--- src/rtl/rampseq_pkg.sv ---
package rampseq_pkg;

    typedef enum logic [1:0] {
        ST_IDLE   = 2'd0,
        ST_SETTLE = 2'd1,
        ST_DWELL  = 2'd2,
        ST_PLANE  = 2'd3
    } seq_state_e;

endpackage

--- src/rtl/rampseq_table.sv ---
module rampseq_table #(
    parameter int ADDR_W = 6,
    parameter int RAMP_W = 10
) (
    input  logic              clk,
    input  logic              rst_n,
    input  logic              wr_en,
    input  logic [ADDR_W-1:0] wr_addr,
    input  logic [RAMP_W-1:0] wr_data,
    input  logic [ADDR_W-1:0] rd_addr,
    output logic [RAMP_W-1:0] rd_data
);

    localparam int DEPTH    = 1 << ADDR_W;
    localparam int LIN_SHFT = RAMP_W - ADDR_W;

    logic [RAMP_W-1:0] ent [DEPTH];

    always_ff @(posedge clk or negedge rst_n) begin
        if (!rst_n) begin
            for (int i = 0; i < DEPTH; i++) begin
                ent[i] <= RAMP_W'(i) << LIN_SHFT;
            end
        end else if (wr_en) begin
            ent[wr_addr] <= wr_data;
        end
    end

    assign rd_data = ent[rd_addr];

    AST_TBL_WRITE: assert property (@(posedge clk) disable iff (!rst_n)
        wr_en |=> ((rd_addr != $past(wr_addr)) || (rd_data == $past(wr_data))));

endmodule

--- src/rtl/rampseq_dwell_timer.sv ---
module rampseq_dwell_timer #(
    parameter int DWELL_W = 8
) (
    input  logic               clk,
    input  logic               rst_n,
    input  logic               restart,
    input  logic [DWELL_W-1:0] len,
    output logic               done
);

    localparam logic [DWELL_W-1:0] CNT_MAX = {DWELL_W{1'b1}};

    logic [DWELL_W-1:0] cnt;

    always_ff @(posedge clk or negedge rst_n) begin
        if (!rst_n) begin
            cnt <= '0;
        end else if (restart) begin
            cnt <= DWELL_W'(1);
        end else if (cnt != CNT_MAX) begin
            cnt <= cnt + 1'b1;
        end
    end

    assign done = (cnt == len);

    AST_DWELL_MIN: assert property (@(posedge clk) disable iff (!rst_n)
        restart |=> !done);

endmodule

--- src/rtl/rampseq_ctrl.sv ---
module rampseq_ctrl
    import rampseq_pkg::*;
#(
    parameter int MAX_BITS = 6,
    parameter int RAMP_W   = 10,
    parameter int DWELL_W  = 8,
    parameter int BITS_W   = $clog2(MAX_BITS + 1),
    parameter int IDX_W    = (MAX_BITS > 1) ? $clog2(MAX_BITS) : 1
) (
    input  logic                clk,
    input  logic                rst_n,
    input  logic                start,
    input  logic [BITS_W-1:0]   bit_count,
    input  logic [DWELL_W-1:0]  dwell,
    output logic [MAX_BITS-1:0] tbl_rd_addr,
    input  logic [RAMP_W-1:0]   tbl_rd_data,
    input  logic                step_done,
    output logic                step_restart,
    output logic [DWELL_W-1:0]  dwell_len,
    output logic [RAMP_W-1:0]   ramp_code,
    output logic                bitx,
    output logic                plane_valid,
    output logic [IDX_W-1:0]    plane_index,
    output logic                busy
);

    localparam int                 STEP_W    = MAX_BITS;
    localparam logic [BITS_W-1:0]  MAXB      = BITS_W'(MAX_BITS);
    localparam logic [DWELL_W-1:0] MIN_DWELL = DWELL_W'(2);

    seq_state_e          state, state_nx;
    logic [STEP_W-1:0]   step, step_nx, last_step;
    logic [IDX_W-1:0]    k, k_nx;
    logic [BITS_W-1:0]   n_r, n_in, n_eff, sh_nx, sh_r;
    logic [DWELL_W-1:0]  d_r, d_in;
    logic                enter_step;
    logic                accept;

    // Requested resolution and dwell, clamped to their legal ranges
    assign n_in  = (bit_count == '0) ? BITS_W'(1) :
                   (bit_count > MAXB) ? MAXB : bit_count;
    assign d_in  = (dwell < MIN_DWELL) ? MIN_DWELL : dwell;
    assign accept = (state == ST_IDLE) && start;

    assign n_eff     = (state == ST_IDLE) ? n_in : n_r;
    assign sh_nx     = MAXB - n_eff;
    assign sh_r      = MAXB - n_r;
    assign last_step = {STEP_W{1'b1}} >> sh_r;

    assign tbl_rd_addr  = step_nx << sh_nx;
    assign step_restart = enter_step;
    assign dwell_len    = d_r;

    // Next-state decode
    always_comb begin
        state_nx   = state;
        step_nx    = step;
        k_nx       = k;
        enter_step = 1'b0;
        unique case (state)
            ST_IDLE: begin
                if (start) begin
                    state_nx   = ST_SETTLE;
                    step_nx    = '0;
                    k_nx       = IDX_W'(n_in - 1'b1);
                    enter_step = 1'b1;
                end
            end
            ST_SETTLE: begin
                state_nx = ST_DWELL;
            end
            ST_DWELL: begin
                if (step_done) begin
                    if (step == last_step) begin
                        state_nx = ST_PLANE;
                    end else begin
                        state_nx   = ST_SETTLE;
                        step_nx    = step + 1'b1;
                        enter_step = 1'b1;
                    end
                end
            end
            ST_PLANE: begin
                if (k == '0) begin
                    state_nx = ST_IDLE;
                end else begin
                    state_nx   = ST_SETTLE;
                    step_nx    = '0;
                    k_nx       = k - 1'b1;
                    enter_step = 1'b1;
                end
            end
            default: state_nx = ST_IDLE;
        endcase
    end

    // State register
    always_ff @(posedge clk or negedge rst_n) begin
        if (!rst_n) begin
            state <= ST_IDLE;
            step  <= '0;
            k     <= '0;
            n_r   <= BITS_W'(1);
            d_r   <= MIN_DWELL;
        end else begin
            state <= state_nx;
            step  <= step_nx;
            k     <= k_nx;
            if (accept) begin
                n_r <= n_in;
                d_r <= d_in;
            end
        end
    end

    // Registered outputs
    always_ff @(posedge clk or negedge rst_n) begin
        if (!rst_n) begin
            ramp_code   <= '0;
            bitx        <= 1'b0;
            plane_valid <= 1'b0;
            plane_index <= '0;
            busy        <= 1'b0;
        end else begin
            if (enter_step) begin
                ramp_code <= tbl_rd_data;
            end
            if (state == ST_SETTLE) begin
                bitx <= step[k];
            end
            plane_valid <= (state_nx == ST_PLANE);
            if (state_nx == ST_PLANE) begin
                plane_index <= k;
            end
            busy <= (state_nx != ST_IDLE);
        end
    end

    AST_PLANE_PULSE: assert property (@(posedge clk) disable iff (!rst_n)
        plane_valid |=> !plane_valid);
    AST_PLANE_BUSY: assert property (@(posedge clk) disable iff (!rst_n)
        plane_valid |-> busy);
    AST_BITX_AFTER_RAMP: assert property (@(posedge clk) disable iff (!rst_n)
        !$stable(ramp_code) |-> $stable(bitx));
    AST_START_IGNORED: assert property (@(posedge clk) disable iff (!rst_n)
        (busy && !plane_valid && start) |=> busy);
    AST_STEP_BOUND: assert property (@(posedge clk) disable iff (!rst_n)
        busy |-> (step <= last_step));

endmodule

--- src/rtl/rampseq_top.sv ---
module rampseq_top #(
    parameter int MAX_BITS = 6,
    parameter int RAMP_W   = 10,
    parameter int DWELL_W  = 8,
    parameter int BITS_W   = $clog2(MAX_BITS + 1),
    parameter int IDX_W    = (MAX_BITS > 1) ? $clog2(MAX_BITS) : 1
) (
    input  logic                clk,
    input  logic                rst_n,
    input  logic                start,
    input  logic [BITS_W-1:0]   bit_count,
    input  logic [DWELL_W-1:0]  dwell,
    input  logic                tbl_wr_en,
    input  logic [MAX_BITS-1:0] tbl_wr_addr,
    input  logic [RAMP_W-1:0]   tbl_wr_data,
    output logic [RAMP_W-1:0]   ramp_code,
    output logic                bitx,
    output logic                plane_valid,
    output logic [IDX_W-1:0]    plane_index,
    output logic                busy
);

    logic [MAX_BITS-1:0] rd_addr;
    logic [RAMP_W-1:0]   rd_data;
    logic                step_done;
    logic                step_restart;
    logic [DWELL_W-1:0]  dwell_len;

    rampseq_table #(
        .ADDR_W (MAX_BITS),
        .RAMP_W (RAMP_W)
    ) i_table (
        .clk     (clk),
        .rst_n   (rst_n),
        .wr_en   (tbl_wr_en),
        .wr_addr (tbl_wr_addr),
        .wr_data (tbl_wr_data),
        .rd_addr (rd_addr),
        .rd_data (rd_data)
    );

    rampseq_dwell_timer #(
        .DWELL_W (DWELL_W)
    ) i_timer (
        .clk     (clk),
        .rst_n   (rst_n),
        .restart (step_restart),
        .len     (dwell_len),
        .done    (step_done)
    );

    rampseq_ctrl #(
        .MAX_BITS (MAX_BITS),
        .RAMP_W   (RAMP_W),
        .DWELL_W  (DWELL_W),
        .BITS_W   (BITS_W),
        .IDX_W    (IDX_W)
    ) i_ctrl (
        .clk          (clk),
        .rst_n        (rst_n),
        .start        (start),
        .bit_count    (bit_count),
        .dwell        (dwell),
        .tbl_rd_addr  (rd_addr),
        .tbl_rd_data  (rd_data),
        .step_done    (step_done),
        .step_restart (step_restart),
        .dwell_len    (dwell_len),
        .ramp_code    (ramp_code),
        .bitx         (bitx),
        .plane_valid  (plane_valid),
        .plane_index  (plane_index),
        .busy         (busy)
    );

endmodule

--- config.mk ---
export PLATFORM = sky130hd
export DESIGN_NAME = rampseq_top
export DESIGN_NICKNAME = d
export VERILOG_FILES = /design/src/rtl/rampseq_pkg.sv /design/src/rtl/rampseq_table.sv /design/src/rtl/rampseq_dwell_timer.sv /design/src/rtl/rampseq_ctrl.sv /design/src/rtl/rampseq_top.sv
export SDC_FILE = /design/constraint.sdc
export NUM_CORES = 1
export LEC_CHECK = 0
export BUFFER_PORTS_ARGS = -buffer_cell sky130_fd_sc_hd__buf_2
export CORE_MARGIN = 5
export CORE_UTILIZATION = 43
export CTS_CLUSTER_SIZE = 10
export DETAILED_ROUTE_END_ITERATION = 10
export GPL_TIMING_DRIVEN = 0
export PLACE_DENSITY_LB_ADDON = 0.1
export SLEW_MARGIN = 20
export SYNTH_ARGS = -nofsm -noshare
export SYNTH_HDL_FRONTEND = slang
export SYNTH_SLANG_ARGS = --single-unit
--- constraint.sdc ---
create_clock -name clk -period 4.3 [get_ports clk]
set_input_delay 0.215 -clock clk [delete_from_list [all_inputs] [get_ports clk]]
set_output_delay 0.215 -clock clk [all_outputs]
set_load 0.05 [all_outputs]
==> flow_metrics.env <==
export IMPL_drt_pass1_iter_count=5
export IMPL_cts_root_buf="clkbuf_16"
export IMPL_vias_per_cell=6.36
export IMPL_grt_usage_pct=30.5
export IMPL_cts_made_buffers=81
export IMPL_htreeDepth=3
export IMPL_initial_core_util_pct=43.6
export IMPL_path_max_fanout=10
export IMPL_fin_crit_sh_pct=99.1
export IMPL_final_common_cell="mux2_2"
export IMPL_synth_area_top_cells="dfrtp_1 (38%), mux2_2 (22%), dfstp_2 (16%)"
export IMPL_finalHoldViolations=0
export IMPL_fp_dieW_microns=285
export IMPL_io_pins=47
export IMPL_synth_warnings=0
export IMPL_vdd_ir_drop_max_uv=331
export IMPL_utilization_pct=52.0
export IMPL_end_kind="flip-flop"
export IMPL_drv_slew=0
export IMPL_ys_ff_latch=686
export IMPL_final_antenna_net_count=0
export IMPL_multi_input_area_sq_um=15200
export IMPL_hold_path_class="primary input to flip-flop"
export IMPL_yosys_area_top_type="dfrtp_1"
export IMPL_diodes=0
export IMPL_fillers=6482
export IMPL_place_congestion=0.970
export IMPL_crit_chain="ha_2 -> inv_2 -> ha_4 -> xor2_2 -> a221oi_2 -> and4_4 -> o31a_1 -> a41o_1 -> mux4_2 -> and2_4 -> clkbuf_4 -> o221ai_2 -> o211ai_1 -> a41oi_4 -> o221ai_1"
export IMPL_finalWorstPathRequiredPeriod_ns=4.26
export IMPL_fin_hold_ws_ns=0.0161
export IMPL_regArea_sq_um=17400
export IMPL_setup_viol=0
export IMPL_clk_pin_slew_ns=0.06
export IMPL_finalNetCount=2899
export IMPL_async_reset_ff_share_pct=100
export IMPL_areaGrowthSynthToFinish_pct=19.3
export IMPL_ys_flop_type="dfrtp_1"
export IMPL_grt_pass1_vias=25200
export IMPL_hpwl_microns=88300
export IMPL_status="complete, no violations"
export IMPL_cp_start_kind="flip-flop"
export IMPL_syn_inst=2678
export IMPL_fin_skew_ns=0.0248
export IMPL_required_ns=4.78
export IMPL_crit_arrival_ns=4.74
export IMPL_final_cell_mix="mux2_2 (649), dfrtp_1 (492), nand2_1 (260)"
export IMPL_synth_nets=2716
export IMPL_grt_pass1_wl_microns=182000
export IMPL_leakage_nw=16.4
export IMPL_portBuffers=33
export IMPL_drive_gt1_share_pct=45.2
export IMPL_crit_type="flip-flop to flip-flop"
export IMPL_cts_tree="yes"
export IMPL_wl_per_cell_microns=32.3
export IMPL_clockBufferDepth=3
export IMPL_synthDistinctLibCells=83
export IMPL_vias=24800
export IMPL_rsz0062_at_grt="yes"
export IMPL_relSlewSlack_pct=16.8
export IMPL_antenna_found_initial=7
export IMPL_postRouteWirelength_microns=126000
export IMPL_p_per_area_nw_per_um2=413
export IMPL_drc_errors=0
export IMPL_syn_area_per_cell_sq_um=12.1
export IMPL_crit_buf_inv=2
export IMPL_overflow=0
export IMPL_rows=100
export IMPL_seq_area_frac_synth_pct=53.5
export IMPL_critPathSlowestCell="dfstp_2"
export IMPL_synth_edf_count=0
export IMPL_fmax_mhz=235
export IMPL_crit_family="compound AO/OA/AOI/OAI gates"
export IMPL_clock_sinks=686
export IMPL_core_area_sq_um=74700
export IMPL_dieArea_sq_um=81300
export IMPL_grt_start_max_net_pins=102
export IMPL_cap_violations=0
export IMPL_syn_area_sq_um=32500
export IMPL_worst_path_largest_cell_delay_ns=0.55
export IMPL_yosysTopAreaCellShare_pct=37.8
export IMPL_tightest_slew_ns=1.25
export IMPL_clk_insertion_delay_late_ns=0.64
export IMPL_first_iter_violations=2327
export IMPL_die_y_microns=285
routing by layer:
metal	global-route usage, %	share of wire, %
met1	41.0	41
met2	46.8	44
met3	7.60	9.2
met4	13.7	5.8
met5	0	0.029
cells in the mapped netlist, types with 5 or more instances:
cell,number
and2_1,10
buf_2,47
o21ai_0,26
xnor2_1,11
and3_1,29
nand3_1,68
a22oi_1,9
a41oi_1,6
nor3_1,30
a211o_1,23
a31oi_1,43
o31ai_1,6
a21oi_1,46
o221ai_1,39
dfrtp_1,492
a211oi_1,27
a41o_1,5
o22a_1,7
mux2i_1,71
dfstp_2,194
nor2b_1,6
buf_4,5
nor2_1,118
buf_1,21
clkbuf_1,136
o31a_1,6
a2111oi_0,16
a311oi_1,21
nand3b_1,7
ha_1,7
o22ai_1,102
xor2_1,7
mux2_2,649
inv_1,10
nand2_1,262
o211ai_1,8
nand4_1,14
a32oi_1,11
power by group:
group	internal, mW	switching, mW
combinational	0.852	0.839
clock	3.73	2.75
sequential	7.43	0.419
logic make-up (layout without fill, tap and decap cells):
| family | after synthesis | after routing | synth area share [%] |
|---|---|---|---|
| adders and majority gates | 7 | 7 | 0.269 |
| DFF | 686 | 686 | 53.5 |
| buffers and inverters | 223 | 471 | 2.86 |
| AOI/OAI and AO/OA | 447 | 447 | 10.1 |
| and+or+nand+nor | 574 | 574 | 7.93 |
| muxes | 723 | 723 | 24.9 |
| xor gates and xnor gates | 18 | 18 | 0.485 |
per-stage QoR:
stage          worst slack, ns  std cells  total power [mW]  instance area, sq um  TNS [ns]
2_1_floorplan            0.525       2678              8.91                 32500         0
3_3_place_gp            -11.08       3680              9.41                 33900  -6686.10
3_5_place_dp             -2.21       3694              9.54                 34300    -16.85
4_1_cts                -0.0118       3881              16.0                 38100   -0.0118
5_1_grt                -0.0196       3895              16.6                 38800   -0.0507
6_report                0.0371       3895              16.0                 38800         0
path summary, 6_finish.rpt:
path                       cells past startpoint     startpoint  slack (ns)                   to
max                                           15  i_ctrl.n_r[0]        0.04  i_ctrl.ramp_code[6]
min                                            3   bit_count[0]        0.02        i_ctrl.n_r[0]
max reg2reg                                   15  i_ctrl.n_r[0]        0.04  i_ctrl.ramp_code[6]
min reg2reg                                    2    i_ctrl.bitx        0.48          i_ctrl.bitx
max in group asynchronous                      5          rst_n        2.29     i_table.ent[504]
min in group asynchronous                      2          rst_n        0.14   i_ctrl.plane_valid
area by class of cell:
type / instances / area share, %
clock buffers: 143 / 6.15
flip-flops and latches: 686 / 44.9
clock inverters: 5 / 0.0838
inverters: 11 / 0.116
plain buffers: 207 / 3.92
multi-input cells: 1769 / 39.1
well taps: 969 / 3.12
repair buffers: 105 / 2.63
worst reg2reg max path: cells and delay by family, from the launching register on:
kind,cells,cell delay [ns]
buffers and inverters,2,0.31
AO/OA/AOI/OAI,7,1.55
XOR/XNOR,1,0.19
adder cells (fa/ha/maj),2,0.48
flip-flops,1,0.55
multiplexers,1,0.51
AND/OR/NAND/NOR,2,0.52
flip-flops by register name, indices dropped and copies added, names as in the netlist, 2 cells and up:
name                cells
i_ctrl.plane_index      3
i_ctrl.step             6
i_ctrl.dwell_len        8
i_ctrl.state            2
i_timer.cnt             8
i_ctrl.k                3
i_ctrl.n_r              3
i_table.ent           640
i_ctrl.ramp_code       10
timing repair:
action / CTS / global route
setup buffers: 28 / 16
resized for setup: 303 / 162
hold endpoints to repair: 80 / 0
pin swaps: 23 / 34
endpoints found under the setup margin: 10 / 10
gates cloned: 0 / 1
hold buffers: 13 / 0
Note: power is estimated with default switching activity, not from simulation.
